## src/rtl/pscl_pkg.sv

```systemverilog
package pscl_pkg;

  // Default sizing shared by the prescaler modules.
  localparam int unsigned DEF_MAX_EXP = 8;
  localparam int unsigned DEF_CODE_W  = 4;

  // Bits needed to hold an exponent in the range 0..max_exp.
  function automatic int unsigned exp_bits(int unsigned max_exp);
    return (max_exp < 1) ? 1 : $clog2(max_exp + 1);
  endfunction

endpackage

```

## src/rtl/pscl_code_clamp.sv

```systemverilog
module pscl_code_clamp #(
  parameter int unsigned CODE_W  = 4,
  parameter int unsigned MAX_EXP = 8,
  parameter int unsigned EXP_W   = 4
) (
  input  logic [CODE_W-1:0] code_i,
  output logic [EXP_W-1:0]  exp_o
);

  localparam int unsigned LIMIT = MAX_EXP;

  // Saturate: anything beyond the largest exponent pins to it.
  always_comb begin
    if (int'(code_i) > LIMIT) exp_o = EXP_W'(LIMIT);
    else                      exp_o = EXP_W'(code_i);
  end

endmodule

```

## src/rtl/pscl_period_counter.sv

```systemverilog
module pscl_period_counter #(
  parameter int unsigned MAX_EXP = 8,
  parameter int unsigned EXP_W   = 4
) (
  input  logic               clk_i,
  input  logic               rst_i,
  input  logic [EXP_W-1:0]   new_exp_i,
  output logic [MAX_EXP-1:0] cnt_q,
  output logic [EXP_W-1:0]   act_q,
  output logic [MAX_EXP-1:0] cnt_nxt,
  output logic [EXP_W-1:0]   act_nxt
);

  logic [MAX_EXP-1:0] lane_done;
  logic               last_cycle;

  // A counter bit at or above the active exponent is always zero, so it
  // does not count towards the end of the period. A bit below it must be one.
  for (genvar i = 0; i < MAX_EXP; i++) begin : g_lane
    assign lane_done[i] = cnt_q[i] | (int'(act_q) <= i);
  end

  assign last_cycle = &lane_done;

  // Next-state values are exported so the output stage can register
  // them in the same edge as the counter itself.
  always_comb begin
    if (rst_i || last_cycle) begin
      cnt_nxt = '0;
      act_nxt = new_exp_i;
    end else begin
      cnt_nxt = cnt_q + 1'b1;
      act_nxt = act_q;
    end
  end

  always_ff @(posedge clk_i) begin
    if (rst_i) begin
      cnt_q <= '0;
      act_q <= new_exp_i;
    end else begin
      cnt_q <= cnt_nxt;
      act_q <= act_nxt;
    end
  end

endmodule

```

## src/rtl/pscl_out_stage.sv

```systemverilog
module pscl_out_stage #(
  parameter int unsigned MAX_EXP = 8,
  parameter int unsigned EXP_W   = 4
) (
  input  logic               clk_i,
  input  logic               rst_i,
  input  logic [MAX_EXP-1:0] cnt_nxt_i,
  input  logic [EXP_W-1:0]   act_nxt_i,
  output logic               tick_o,
  output logic               div_o
);

  logic [MAX_EXP-1:0] pick;
  logic               div_d;
  logic               tick_d;

  // For exponent i the square wave is counter bit i-1: low in the first
  // half of the period, high in the second.
  for (genvar i = 1; i <= MAX_EXP; i++) begin : g_pick
    assign pick[i-1] = (int'(act_nxt_i) == i) & cnt_nxt_i[i-1];
  end

  assign div_d  = (act_nxt_i == '0) | (|pick);
  assign tick_d = (cnt_nxt_i == '0);

  always_ff @(posedge clk_i) begin
    if (rst_i) begin
      tick_o <= 1'b1;
      div_o  <= (act_nxt_i == '0);
    end else begin
      tick_o <= tick_d;
      div_o  <= div_d;
    end
  end

endmodule

```

## src/rtl/pow2_tick_gen.sv

```systemverilog
module pow2_tick_gen
  import pscl_pkg::*;
#(
  parameter int unsigned MAX_EXP = DEF_MAX_EXP,
  parameter int unsigned CODE_W  = DEF_CODE_W
) (
  input  logic              clk_i,
  input  logic              rst_i,
  input  logic [CODE_W-1:0] code_i,
  output logic              div_o,
  output logic              tick_o
);

  localparam int unsigned EXP_W = exp_bits(MAX_EXP);

  logic [EXP_W-1:0]   sat_exp;
  logic [MAX_EXP-1:0] cnt_q;
  logic [EXP_W-1:0]   act_q;
  logic [MAX_EXP-1:0] cnt_nxt;
  logic [EXP_W-1:0]   act_nxt;

  pscl_code_clamp #(
    .CODE_W (CODE_W),
    .MAX_EXP(MAX_EXP),
    .EXP_W  (EXP_W)
  ) u_clamp (
    .code_i(code_i),
    .exp_o (sat_exp)
  );

  pscl_period_counter #(
    .MAX_EXP(MAX_EXP),
    .EXP_W  (EXP_W)
  ) u_count (
    .clk_i    (clk_i),
    .rst_i    (rst_i),
    .new_exp_i(sat_exp),
    .cnt_q    (cnt_q),
    .act_q    (act_q),
    .cnt_nxt  (cnt_nxt),
    .act_nxt  (act_nxt)
  );

  pscl_out_stage #(
    .MAX_EXP(MAX_EXP),
    .EXP_W  (EXP_W)
  ) u_out (
    .clk_i    (clk_i),
    .rst_i    (rst_i),
    .cnt_nxt_i(cnt_nxt),
    .act_nxt_i(act_nxt),
    .tick_o   (tick_o),
    .div_o    (div_o)
  );

endmodule

```

## config.mk

```make
export PLATFORM = sky130hd
export DESIGN_NAME = pow2_tick_gen
export DESIGN_NICKNAME = d
export VERILOG_FILES = /design/src/rtl/pscl_pkg.sv /design/src/rtl/pscl_code_clamp.sv /design/src/rtl/pscl_period_counter.sv /design/src/rtl/pscl_out_stage.sv /design/src/rtl/pow2_tick_gen.sv
export SDC_FILE = /design/constraint.sdc
export NUM_CORES = 1
export LEC_CHECK = 0
export ABC_CLOCK_PERIOD_IN_PS = 2900
export BUFFER_PORTS_ARGS = -buffer_cell sky130_fd_sc_hd__buf_2
export CAP_MARGIN = 20
export CORE_MARGIN = 10
export CORE_UTILIZATION = 56
export CTS_BUF_LIST = sky130_fd_sc_hd__clkbuf_16
export DETAILED_ROUTE_END_ITERATION = 8
export PLACE_DENSITY = 0.75
export RECOVER_POWER = 50
export SYNTH_ARGS = -nofsm -noshare
export SYNTH_HDL_FRONTEND = slang
export SYNTH_HIERARCHICAL = 1
export SYNTH_SLANG_ARGS = --single-unit
```

## constraint.sdc

```tcl
create_clock -name clk_i -period 2.9 [get_ports clk_i]
set_input_delay 0.435 -clock clk_i [delete_from_list [all_inputs] [get_ports clk_i]]
set_output_delay 0.435 -clock clk_i [all_outputs]
set_load 0.05 [all_outputs]
```

==> results.txt <==
- The global routing stage identified its most utilized layer as met2.
* Cts bufs inserted: 3
- Kind of end point of the critical path: flip-flop
* Net Switching: 181 uW
- Vias/cell: 6.12
- The tightest min-delay check is of the input port to flip-flop type.
* First-pass GRT wire length: 3040 um
* Die X: 58.5 um
- Post-detailed-route count of antenna-violating nets: 0
* Quantity of I/O buffers inserted on ports: 7
* Number of vias after detailed routing: 698
- The pre-antenna-repair detailed-routing pass consisted of 4 iterations.
* Worst-path maximum fanout: 8
- The total overflow left after global routing is 0.
- Half-perimeter wire length of the detailed placement result: 1290 um
- For this configuration, the core starts out at a cell density of 61.5%.
- The critical path is of the flip-flop to flip-flop type.
* Clock H-tree levels: 1
- LEAKAGE: 0.000377 uW
- Yosys printed 6 warnings.
- Each instance of the synthesized netlist takes up on average 9.13 um2.
* Number of buffers inserted for hold repair after clock tree synthesis: 0
* Worst endpoint data arrival time: 2720 ps
- Yosys mapped the design onto 33 distinct sky130hd cell types.
- Comb power frac: 20.7%
* Die outline area: 0.00342 mm2
- The library cell used most frequently in the layout, excluding fill and tap cells, is sky130_fd_sc_hd__nor2_1.
* Sum of negative setup slack: 0 ps
* Data required, critical path: 3020 ps
- Clock latency on the worst-skew pair, taken at its later pin, is 240 ps.
* Unrepaired setup endpoints after global routing: no
* Tightest Pin Transition: 596 ps
- Once the clock tree was built, the resizer swapped 0 gates to a different size.
- Residual DRC count: 0
* Nature of the critical path startpoint: flip-flop
- Postcts setup bufs: 0
* Maximum clock skew at final layout: 1.67 ps
* Achievable frequency: 385 MHz
- Routed wire per std cell: 16.0 um
- Post-synthesis sequential area ratio: 33.7%
* Count of nets after finishing: 107
- Entering global routing, the biggest net connects 17 pins.
- The mapped netlist covers 831 um2.
* Outcome: completed
* Count of endpoints failing setup in the final report: 0
* Top library cells by usage in the layout, fill and taps aside: sky130_fd_sc_hd__nor2_1, sky130_fd_sc_hd__dfxtp_1, sky130_fd_sc_hd__nand3_1
- The worst path in the final design needs a cycle of 2600 ps, including I/O delays and setup.
* CP max stage delay: 470 ps
- Overall fraction of global-route tracks in use: 11.3%
- Final-report max-slew violation count: 0
* Flop and latch count out of synthesis: 14
- For this block, the initial DRC count from the detailed router was 49.
- The longest clock path from root to sink contains 2 buffers.
- Height of the die: 58.5 um
- Layout area overhead: 11.3%
- Root buf cell: sky130_fd_sc_hd__clkbuf_16
* Met2 global-route usage: 17.1%
- Total nets after synthesis: 98
- Met3 global-route usage: 5.79%
* Std-Cell Core Area: 0.00135 mm2
* Number of I/O pins: 8
- 0 antenna diodes ended up in the layout.
- Share of the cycle needed by the critical path after routing: 89.7%
- The signal on the critical path passes through nand4_1, a21o_1, a2111oi_2, or2_4, mux2_4, mux4_2, nand3_1, nand4b_1.
- Across the run, the number of max-cap violations was 0.
- The slowest stage of the critical path is the sky130_fd_sc_hd__dfxtp_1 cell.
* Clk sink count: 14
* Share of power burned in registers: 37.6%
- Core Util, Final: 68.5%
- Count of standard-cell rows: 13
- Synthesized netlist cell count: 91
- Number of global-route vias before repair: 658
- The number of antenna violations at the first check in global routing came to 0.
- CTS tree: built
- Met1 track demand over resource in global routing: 12.7%
- Share of post-route cells with drive strength above 1: 20.2%
- Switching part of the total power: 28.7%
* Share of power burned in the clock network: 41.7%
- Weighted congestion at the end of routability-driven global placement: 0.864
* Max-slew headroom: 60.4%
* Fin. Hold Viols: 0
- Peak ir drop on the vdd network: 0.445 mV
- After clock tree synthesis, the clock-pin slew on the worst setup and hold paths is 50 ps.
* Drt total wl: 1830 um
* Internal: 448 uW
- Power spread over the standard cell area amounts to 680 mW/mm2.
[path summary, 6_finish.rpt]
kind	startpoint	end	slack, ps	cells after the start
max	u_count/cnt_q[0]	u_out/div_o	300	8
min reg2reg	u_count/cnt_q[0]	u_count/cnt_q[0]	540	1
min	code_i[3]	u_count/act_q[3]	490	2
max reg2reg	u_count/cnt_q[0]	u_out/div_o	300	8
[metrics by stage]
stage	instance area (um2)	instances	total power, uW	worst slack [ps]	hold slack [ps]
CTS	925	114	631	181	489
floorplan	831	91	346	449	471
global placement	846	110	361	352	492
detailed placement	846	110	365	261	512
global route	925	114	656	111	500
finish	925	114	629	300	493
[synthesized netlist by cell type]
cell type	instances	share of area, %
sky130_fd_sc_hd__o21a_1	1	0.90
sky130_fd_sc_hd__a21o_1	2	1.8
sky130_fd_sc_hd__nand3_1	6	3.6
sky130_fd_sc_hd__ha_1	1	1.5
sky130_fd_sc_hd__or2_1	1	0.75
sky130_fd_sc_hd__nor3_1	1	0.60
sky130_fd_sc_hd__a2111oi_0	1	1.1
sky130_fd_sc_hd__buf_12	1	2.4
sky130_fd_sc_hd__nand4b_1	1	1.1
sky130_fd_sc_hd__o21ai_0	1	0.60
sky130_fd_sc_hd__xnor2_1	2	2.1
sky130_fd_sc_hd__nor2_1	21	9.5
sky130_fd_sc_hd__nor2b_1	3	2.3
sky130_fd_sc_hd__inv_1	1	0.45
sky130_fd_sc_hd__and4bb_2	1	1.5
sky130_fd_sc_hd__mux4_2	1	2.7
sky130_fd_sc_hd__mux2_4	3	5.4
sky130_fd_sc_hd__mux2_2	3	4.1
sky130_fd_sc_hd__dfxtp_1	14	34
sky130_fd_sc_hd__a31oi_1	1	0.75
sky130_fd_sc_hd__nand2b_1	2	1.5
sky130_fd_sc_hd__o22a_1	2	2.1
sky130_fd_sc_hd__nand4_1	2	1.5
sky130_fd_sc_hd__xor2_1	4	4.2
sky130_fd_sc_hd__buf_6	2	2.7
sky130_fd_sc_hd__nor4_1	2	1.5
sky130_fd_sc_hd__a21oi_1	3	1.8
sky130_fd_sc_hd__a21boi_1	1	0.90
sky130_fd_sc_hd__a2111oi_2	1	1.8
sky130_fd_sc_hd__o21bai_1	2	1.8
sky130_fd_sc_hd__and3_1	2	1.5
sky130_fd_sc_hd__clkbuf_1	1	0.45
sky130_fd_sc_hd__and4b_2	1	1.4
[flip-flops by register name, indices dropped and copies added, names as in the netlist]
signal / count
u_count/act_q: 4
u_out/tick_o: 1
u_out/div_o: 1
u_count/cnt_q: 8
[critical path, delay by kind of cell, from the launching register on]
family             cells  cell delay [ps]
DFF                    1              470
AOI/OAI and AO/OA      2              640
muxes                  2              770
and+or+nand+nor        4              590
[power by group through the flow]
stage	registers (uW)	logic, uW	clock network (uW)
after global routing	239	143	274
after detailed placement	237	127	0
final	237	130	262
after CTS	234	130	267
after global placement	236	125	0
after floorplan	251	95.6	0
[cell families after synthesis]
kind of cell / Yosys count / synth area share (%)
mux: 7 / 12.2
buf+inv: 5 / 6.02
simple gates: 43 / 26.7
fa+ha+maj: 1 / 1.51
compound gates: 15 / 13.6
flops: 14 / 33.7
xor+xnor: 6 / 6.33
[final cells by class]
class                           instances  area, um2
Sequential cell                        14        280
Clock buffer                            3       75.1
Timing Repair Buffer                    8       40.0
Multi-Input combinational cell         72        503
Inverter                                1       3.75
Tap cell                               15       18.8
Fill cell                             103        425
Clock inverter                          1       3.75
[per-layer routing]
metal | wire length (um) | part of all wire [%] | vias up
met2 | 834 | 46 | 31
met4 | 38 | 2.1 | 0
met1 | 793 | 43 | 321
met3 | 161 | 8.8 | 4
met5 | 0 | 0 | -
li1 | - | - | 342
No activity file was read; power rests on OpenSTA's default activity.
